File: config.mk
export PLATFORM = sky130hd
export DESIGN_NAME = phy_mode_resolver
export DESIGN_NICKNAME = d
export VERILOG_FILES = /design/src/rtl/phy_res_pkg.sv /design/src/rtl/phy_seq_timer.sv /design/src/rtl/phy_ability_resolve.sv /design/src/rtl/phy_mode_resolver.sv
export SDC_FILE = /design/constraint.sdc
export NUM_CORES = 1
export LEC_CHECK = 0
export BUFFER_PORTS_ARGS = -buffer_cell sky130_fd_sc_hd__buf_2
export CAP_MARGIN = 20
export CORE_MARGIN = 4
export CORE_UTILIZATION = 60
export CTS_CLUSTER_SIZE = 10
export DETAILED_ROUTE_END_ITERATION = 8
export GPL_ROUTABILITY_DRIVEN = 0
export GPL_TIMING_DRIVEN = 1
export PLACE_DENSITY = 0.83
export SYNTH_ARGS = -nofsm -noshare
export SYNTH_HDL_FRONTEND = slang
export SYNTH_HIERARCHICAL = 1
export SYNTH_SLANG_ARGS = --single-unit
File: constraint.sdc
create_clock -name clk -period 4.1 [get_ports clk]
set_clock_uncertainty 0.15 [all_clocks]
set_input_delay 0.82 -clock clk [delete_from_list [all_inputs] [get_ports clk]]
set_output_delay 0.82 -clock clk [all_outputs]
set_load 0.02 [all_outputs]
File: src/rtl/phy_res_pkg.sv
package phy_res_pkg;

    typedef enum logic [3:0] {
        ST_IDLE,
        ST_RST_WAIT,
        ST_RST_SET,
        ST_RST_POLL,
        ST_FORCE_10,
        ST_AN_POLL,
        ST_AN_FALLBACK,
        ST_GIG_LOCAL,
        ST_GIG_PEER,
        ST_GIG_DECIDE,
        ST_BASE_LOCAL,
        ST_BASE_PEER,
        ST_RESOLVE,
        ST_SPEED_WR,
        ST_DONE,
        ST_FAIL
    } state_t;

    typedef struct packed {
        logic gbit;
        logic fast;
        logic full;
    } mode_t;

    // management register numbers
    localparam logic [4:0] REG_CTRL  = 5'd0;
    localparam logic [4:0] REG_STAT  = 5'd1;
    localparam logic [4:0] REG_ADV   = 5'd4;
    localparam logic [4:0] REG_LPA   = 5'd5;
    localparam logic [4:0] REG_GCTL  = 5'd9;
    localparam logic [4:0] REG_GSTAT = 5'd10;

    // control register bits
    localparam int CTL_RESET  = 15;
    localparam int CTL_SPD_LO = 13;
    localparam int CTL_ANEN   = 12;
    localparam int CTL_DUPLEX = 8;
    localparam int CTL_SPD_HI = 6;

    // status register bits
    localparam int STS_EXT    = 8;
    localparam int STS_ANDONE = 5;

    // ability bits
    localparam int ADV_10F    = 6;
    localparam int ADV_100H   = 7;
    localparam int ADV_100F   = 8;
    localparam int GCTL_1000H = 8;
    localparam int GCTL_1000F = 9;
    localparam int GSTS_1000H = 10;
    localparam int GSTS_1000F = 11;

    // number of 10/100 ability bits kept: {100F, 100H, 10F}
    localparam int BASE_BITS = 3;

endpackage

File: src/rtl/phy_seq_timer.sv
module phy_seq_timer #(
    parameter int unsigned LIMIT = 300_000_000
) (
    input  logic clk,
    input  logic rst_n,
    input  logic clear_i,
    output logic expired_o
);
    localparam int CW = $clog2(LIMIT + 1);
    localparam logic [CW-1:0] LAST = CW'(LIMIT - 1);

    logic [CW-1:0] cnt_q;
    logic          exp_q;

    always_ff @(posedge clk or negedge rst_n) begin
        if (!rst_n) begin
            cnt_q <= '0;
            exp_q <= 1'b0;
        end else if (clear_i) begin
            cnt_q <= '0;
            exp_q <= 1'b0;
        end else if (!exp_q) begin
            if (cnt_q == LAST) exp_q <= 1'b1;
            else               cnt_q <= cnt_q + 1'b1;
        end
    end

    assign expired_o = exp_q;

    AST_TIMER_STICKY: assert property (@(posedge clk) disable iff (!rst_n)
        exp_q && !clear_i |=> exp_q);

endmodule

File: src/rtl/phy_ability_resolve.sv
module phy_ability_resolve
    import phy_res_pkg::*;
(
    input  logic [1:0]           gig_loc_i,   // {1000F, 1000H}
    input  logic [1:0]           gig_peer_i,  // {1000F, 1000H}
    input  logic [BASE_BITS-1:0] base_loc_i,  // {100F, 100H, 10F}
    input  logic [BASE_BITS-1:0] base_peer_i,
    input  logic                 mac_gbit_i,
    output mode_t                mode_o,
    output logic                 need_base_o,
    output logic                 downgrade_o
);
    logic [1:0]           gig_match;
    logic [BASE_BITS-1:0] base_match;

    genvar gi;
    generate
        for (gi = 0; gi < 2; gi++) begin : g_gig
            assign gig_match[gi] = gig_loc_i[gi] & gig_peer_i[gi];
        end
        for (gi = 0; gi < BASE_BITS; gi++) begin : g_base
            assign base_match[gi] = base_loc_i[gi] & base_peer_i[gi];
        end
    endgenerate

    logic gig_any, gig_full, base_fast, base_full;

    always_comb begin
        gig_any   = |gig_match;
        gig_full  = gig_match[1] & ~gig_match[0];            // half match wins
        base_fast = base_match[2] | base_match[1];
        base_full = base_match[0] | (base_match[2] & ~base_match[1]);

        need_base_o = ~gig_any | ~mac_gbit_i;
        downgrade_o = gig_any & ~mac_gbit_i;

        if (!need_base_o) begin
            mode_o = '{gbit: 1'b1, fast: 1'b0, full: gig_full};
        end else if (downgrade_o) begin
            mode_o = '{gbit: 1'b0, fast: base_fast, full: 1'b0};
        end else begin
            mode_o = '{gbit: 1'b0, fast: base_fast, full: base_full};
        end
    end

endmodule

File: src/rtl/phy_mode_resolver.sv
module phy_mode_resolver
    import phy_res_pkg::*;
#(
    parameter int unsigned TIMEOUT_CYCLES = 300_000_000
) (
    input  logic        clk,
    input  logic        rst_n,
    input  logic        start_i,
    input  logic        mac_gbit_i,
    output logic        mdio_req_o,
    output logic        mdio_we_o,
    output logic [4:0]  mdio_reg_o,
    output logic [15:0] mdio_wdata_o,
    input  logic        mdio_ack_i,
    input  logic [15:0] mdio_rdata_i,
    output logic        link_gbit_o,
    output logic        link_100_o,
    output logic        link_full_o,
    output logic        done_o,
    output logic        fail_o
);
    state_t st_q, st_d;

    logic idle_w, go_w, expired_w, ack_w;
    assign idle_w = (st_q == ST_IDLE) || (st_q == ST_DONE) || (st_q == ST_FAIL);
    assign go_w   = idle_w && start_i;
    assign ack_w  = mdio_req_o && mdio_ack_i;

    phy_seq_timer #(.LIMIT(TIMEOUT_CYCLES)) u_timer (
        .clk       (clk),
        .rst_n     (rst_n),
        .clear_i   (go_w),
        .expired_o (expired_w)
    );

    logic [15:0]          ctl_q;
    logic [1:0]           gig_loc_q, gig_peer_q;
    logic [BASE_BITS-1:0] base_loc_q, base_peer_q;
    mode_t                mode_q, res_mode;
    logic                 need_base, downgrade;

    phy_ability_resolve u_resolve (
        .gig_loc_i   (gig_loc_q),
        .gig_peer_i  (gig_peer_q),
        .base_loc_i  (base_loc_q),
        .base_peer_i (base_peer_q),
        .mac_gbit_i  (mac_gbit_i),
        .mode_o      (res_mode),
        .need_base_o (need_base),
        .downgrade_o (downgrade)
    );

    // state register
    always_ff @(posedge clk or negedge rst_n) begin
        if (!rst_n) st_q <= ST_IDLE;
        else        st_q <= st_d;
    end

    // next state
    always_comb begin
        st_d = st_q;
        unique case (st_q)
            ST_IDLE, ST_DONE, ST_FAIL:
                if (start_i) st_d = ST_RST_WAIT;
            ST_RST_WAIT:
                if (ack_w) begin
                    if (!mdio_rdata_i[CTL_RESET]) st_d = ST_RST_SET;
                    else if (expired_w)           st_d = ST_FAIL;
                end
            ST_RST_SET:
                if (ack_w) st_d = ST_RST_POLL;
            ST_RST_POLL:
                if (ack_w) begin
                    if (!mdio_rdata_i[CTL_RESET])
                        st_d = mdio_rdata_i[CTL_ANEN] ? ST_AN_POLL : ST_FORCE_10;
                    else if (expired_w)
                        st_d = ST_FAIL;
                end
            ST_FORCE_10:
                if (ack_w) st_d = ST_DONE;
            ST_AN_POLL:
                if (ack_w) begin
                    if (mdio_rdata_i[STS_ANDONE])
                        st_d = mdio_rdata_i[STS_EXT] ? ST_GIG_LOCAL : ST_BASE_LOCAL;
                    else if (expired_w)
                        st_d = ST_AN_FALLBACK;
                end
            ST_AN_FALLBACK:
                if (ack_w) st_d = ST_DONE;
            ST_GIG_LOCAL:
                if (ack_w) st_d = ST_GIG_PEER;
            ST_GIG_PEER:
                if (ack_w) st_d = ST_GIG_DECIDE;
            ST_GIG_DECIDE:
                st_d = need_base ? ST_BASE_LOCAL : ST_RESOLVE;
            ST_BASE_LOCAL:
                if (ack_w) st_d = ST_BASE_PEER;
            ST_BASE_PEER:
                if (ack_w) st_d = ST_RESOLVE;
            ST_RESOLVE:
                st_d = downgrade ? ST_SPEED_WR : ST_DONE;
            ST_SPEED_WR:
                if (ack_w) st_d = ST_DONE;
            default:
                st_d = ST_IDLE;
        endcase
    end

    // captured register contents and resolved mode
    always_ff @(posedge clk or negedge rst_n) begin
        if (!rst_n) begin
            ctl_q       <= '0;
            gig_loc_q   <= '0;
            gig_peer_q  <= '0;
            base_loc_q  <= '0;
            base_peer_q <= '0;
            mode_q      <= '0;
        end else if (go_w) begin
            gig_loc_q   <= '0;
            gig_peer_q  <= '0;
            base_loc_q  <= '0;
            base_peer_q <= '0;
            mode_q      <= '0;
        end else begin
            if (ack_w && st_q == ST_RST_WAIT && !mdio_rdata_i[CTL_RESET])
                ctl_q <= mdio_rdata_i;
            if (ack_w && st_q == ST_AN_FALLBACK)
                mode_q <= '{gbit: mdio_rdata_i[CTL_SPD_HI] & ~mdio_rdata_i[CTL_SPD_LO],
                            fast: mdio_rdata_i[CTL_SPD_LO] & ~mdio_rdata_i[CTL_SPD_HI],
                            full: mdio_rdata_i[CTL_DUPLEX]};
            if (ack_w && st_q == ST_GIG_LOCAL)
                gig_loc_q <= {mdio_rdata_i[GCTL_1000F], mdio_rdata_i[GCTL_1000H]};
            if (ack_w && st_q == ST_GIG_PEER)
                gig_peer_q <= {mdio_rdata_i[GSTS_1000F], mdio_rdata_i[GSTS_1000H]};
            if (ack_w && st_q == ST_BASE_LOCAL)
                base_loc_q <= {mdio_rdata_i[ADV_100F], mdio_rdata_i[ADV_100H], mdio_rdata_i[ADV_10F]};
            if (ack_w && st_q == ST_BASE_PEER)
                base_peer_q <= {mdio_rdata_i[ADV_100F], mdio_rdata_i[ADV_100H], mdio_rdata_i[ADV_10F]};
            if (st_q == ST_RESOLVE)
                mode_q <= res_mode;
        end
    end

    // outputs
    always_comb begin
        mdio_req_o   = 1'b0;
        mdio_we_o    = 1'b0;
        mdio_reg_o   = REG_CTRL;
        mdio_wdata_o = '0;
        unique case (st_q)
            ST_RST_WAIT, ST_RST_POLL, ST_AN_FALLBACK: begin
                mdio_req_o = 1'b1;
            end
            ST_RST_SET: begin
                mdio_req_o   = 1'b1;
                mdio_we_o    = 1'b1;
                mdio_wdata_o = ctl_q | (16'd1 << CTL_RESET);
            end
            ST_FORCE_10: begin
                mdio_req_o = 1'b1;
                mdio_we_o  = 1'b1;
            end
            ST_SPEED_WR: begin
                mdio_req_o   = 1'b1;
                mdio_we_o    = 1'b1;
                mdio_wdata_o = 16'(mode_q.fast) << CTL_SPD_LO;
            end
            ST_AN_POLL:    begin mdio_req_o = 1'b1; mdio_reg_o = REG_STAT;  end
            ST_GIG_LOCAL:  begin mdio_req_o = 1'b1; mdio_reg_o = REG_GCTL;  end
            ST_GIG_PEER:   begin mdio_req_o = 1'b1; mdio_reg_o = REG_GSTAT; end
            ST_BASE_LOCAL: begin mdio_req_o = 1'b1; mdio_reg_o = REG_ADV;   end
            ST_BASE_PEER:  begin mdio_req_o = 1'b1; mdio_reg_o = REG_LPA;   end
            default: ;
        endcase
        done_o      = (st_q == ST_DONE);
        fail_o      = (st_q == ST_FAIL);
        link_gbit_o = mode_q.gbit;
        link_100_o  = mode_q.fast;
        link_full_o = mode_q.full;
    end

    AST_REQ_STABLE: assert property (@(posedge clk) disable iff (!rst_n)
        mdio_req_o && !mdio_ack_i |=> mdio_req_o && $stable(mdio_reg_o)
            && $stable(mdio_we_o) && $stable(mdio_wdata_o));
    AST_FAIL_CLEAN: assert property (@(posedge clk) disable iff (!rst_n)
        fail_o |-> !done_o && !link_gbit_o && !link_100_o && !link_full_o);
    AST_SPEED_EXCL: assert property (@(posedge clk) disable iff (!rst_n)
        done_o |-> !(link_gbit_o && link_100_o));
    AST_END_QUIET: assert property (@(posedge clk) disable iff (!rst_n)
        (done_o || fail_o) |-> !mdio_req_o);
    AST_DONE_HOLD: assert property (@(posedge clk) disable iff (!rst_n)
        done_o && !start_i |=> done_o && $stable(link_gbit_o)
            && $stable(link_100_o) && $stable(link_full_o));

endmodule

==> impl_results.md <==
- Leakage dissipation: 1.95 nW
- Worst setup path start: st_q[1]
- Routed wire length: 7830 um
- WP data required: 3.13 ns
- Via count of the first global-routing pass: approximately 2900
- Clock Power Share: 0.240
- Pins Over Slew Limit: 0
- Final layout net count: 437
- Seq cells post-synth: 62
- Synth warn: 6
- Root Driver: clkbuf_8
- Sequential area share after synthesis: 0.422
- Die height: approximately 86 um
- Fin Hold WS: 0.351 ns
- Final Core Density: 0.701
- Setup ws final: 0.678 ns
- CP endpoint kind: output pin
- Worst-Margin Slew: 0.820 ns
- H-Tree Depth: 3
- Switching share of total power: 0.375
- CTS Hold Bufs: 0
- Syn_area_per_cell: 9.89 um2
- Pwr Density: ~650 nW/um2
- Tmin final: 3.42 ns
- Share of cells above drive strength 1: 0.283
- DR vias/cell: 5.99
- Ys flop type: dfrtp_1
- Synth unique cells: 67
- Largest net degree at the start of global routing: 38
- Clock buffer depth: 2
- Worst min-delay path category: reg2reg
- Worst slew margin: 0.453
- Grt peak-use layer: met2
- Via Count: roughly 3000
- Syn nets: 394
- # diodes: 0
- Worst hold path startpoint: ctl_q[3]
- Switching power: 1.01 mW
- Met2 usage: 0.367
- CP max FO: 21
- Total grt overflow: 0
- Design Area, Final: 4150 um2
- Top cells by count, synth: dfrtp_1 (62), nor2_1 (35), nand2_1 (32), a21oi_1 (21), nand3_1 (18)
- Iter 0 DRT Violations: 257
- Arr. time, crit path: 2.45 ns
- Setup violations, final: 0
- Area share of the largest cell type after synthesis: 0.422
- Final Hold Viols: 0
- Synth Instances: 372
- Crit Path Category: reg2out
- Gate power share: 0.352
- First-pass GRT wire length: about 13000 um
- Max Freq: 292 MHz
- Worst-Skew Late Latency: 0.35 ns
- Max Cap Viol: 0
- Wire length per cell: roughly 16 um
- Initial antenna violation count: 0
- Post-CTS Setup Inserts: 0
- GRT met1 Usage: 0.289
- Post-Syn Area: 3680 um2
- FFs w/ async S/R, synth: 1.00
- RSZ-0062 raised after global routing: false
- Total Neg Setup Slack: 0 ns
- Die Wd: between 80 and 90 um
- Area grow syn2layout: 12.9%
- Clk pin slew, worst setup/hold paths: about 0.070 ns
- Post-CTS Resized: 0
- Full die area: 7450 um2
- Rows: 28
- DR pass1 iterations: 5
- Dpl cell area: 3910 um2
- Core area: 5920 um2
- Reg power frac: 0.408
- Internal: 1.68 mW
- Antenna Nets Post-Route: 0
- Top-count cell post-synth: dfrtp_1
- TritonCTS clock tree: yes
- Number of flops mapped to enable cells by yosys: 0
- Pre-CTS WS: ~1.0 ns
- Largest cells by area after synthesis: dfrtp_1 (42%), mux2_4 (4.5%), nor2_1 (3.6%)
- HPWL Detailed: 5590 um
- Synth area leader: dfrtp_1
- Startpoint types: register
- Met3 Track Usage GR: 0.0570
- TritonCTS Buffers: 9
- Clk sinks: 62
- Crit share post-route: 0.835
- Count of input and output buffers: 47
- Initial Util: 0.621
- Total GRT Usage: 0.226
- Peak VDD IR: 0.397 mV
- DRC: 0
- Reg2reg start: st_q[2]
- Status: completed
- # IOs: 49
-- metrics by stage --
| step | power (mW) | instances |
|---|---|---|
| 6_report | 2.69 | 495 |
| 3_5_place_dp | 2.05 | 479 |
| 4_1_cts | 2.70 | 495 |
| 3_3_place_gp | 2.00 | 479 |
| 2_1_floorplan | 1.83 | 372 |
| 5_1_grt | 2.87 | 495 |
-- routing by layer --
metal  wire length, um  up-vias  share of wire
li1                  -     1404              -
met1              3350     1441           0.43
met2              3930      108           0.50
met3               472       10          0.060
met4                77        0         0.0098
met5                 0        -              0
-- critical path, cell delays in order (launching register included) --
cell and delay, ns:
dfrtp_1 0.80, nand2b_1 0.23, nor3_2 0.63, nand2_1 0.13
o21ai_0 0.12, buf_2 0.20
-- logic make-up after synthesis --
family	after synthesis	share of synthesized area
muxes	28	0.0943
buffers and inverters	26	0.0405
AOI/OAI and AO/OA	64	0.116
other	1	0.00102
adders and majority gates	1	0.00340
and+or+nand+nor	173	0.282
DFF	62	0.422
xor gates and xnor gates	17	0.0405
-- area by class of cell --
cell class	instances	area (um2)
Clock buffer	10	128
Clock inverter	6	110
Fill cell	445	1770
Inverter	7	26.3
Multi-Input combinational cell	284	1980
Sequential cell	62	1550
Tap cell	75	93.8
Timing Repair Buffer	51	265
-- power groups by stage --
stage	registers [mW]	clock network [mW]	logic, mW
after global routing	1.14	0.686	1.05
after floorplan	0.992	0	0.836
after detailed placement	1.10	0	0.944
after CTS	1.09	0.662	0.950
after global placement	1.09	0	0.912
final	1.10	0.644	0.946
-- cell usage in the layout (no fill, tap or decap), types with 5 or more instances in the layout --
cell	synthesis	layout
dfrtp_1	62	62
buf_2	5	47
nor2_1	35	35
nand2_1	32	32
a21oi_1	21	21
nand3_1	18	18
and2_1	17	17
xor2_1	15	15
o21ai_0	13	13
mux2_4	11	11
mux2_2	9	9
clkbuf_8	0	9
mux2i_1	8	8
inv_1	7	7
nor2b_1	7	7
nand2b_1	6	6
nand4_1	6	6
nor3_2	5	5
nor3_1	5	5
or3_1	5	5
-- path summary, 6_finish.rpt --
path / end / cells past startpoint / slack (ns)
max: mdio_wdata_o[13] / 5 / 0.68
min: ctl_q[3] / 1 / 0.35
min reg2reg: ctl_q[3] / 1 / 0.35
max in group asynchronous: ctl_q[5] / 2 / 2.68
min in group asynchronous: ctl_q[1] / 1 / 0.41
max reg2reg: u_timer/cnt_q[22] / 6 / 1.33
-- state kept, by name (all words and copies together) (netlist names), 2 cells and up --
signal,flops
base_loc_q,3
base_peer_q,3
ctl_q,15
gig_loc_q,2
gig_peer_q,2
st_q,4
u_timer/cnt_q,29
Power figures use the tool's default switching activity.
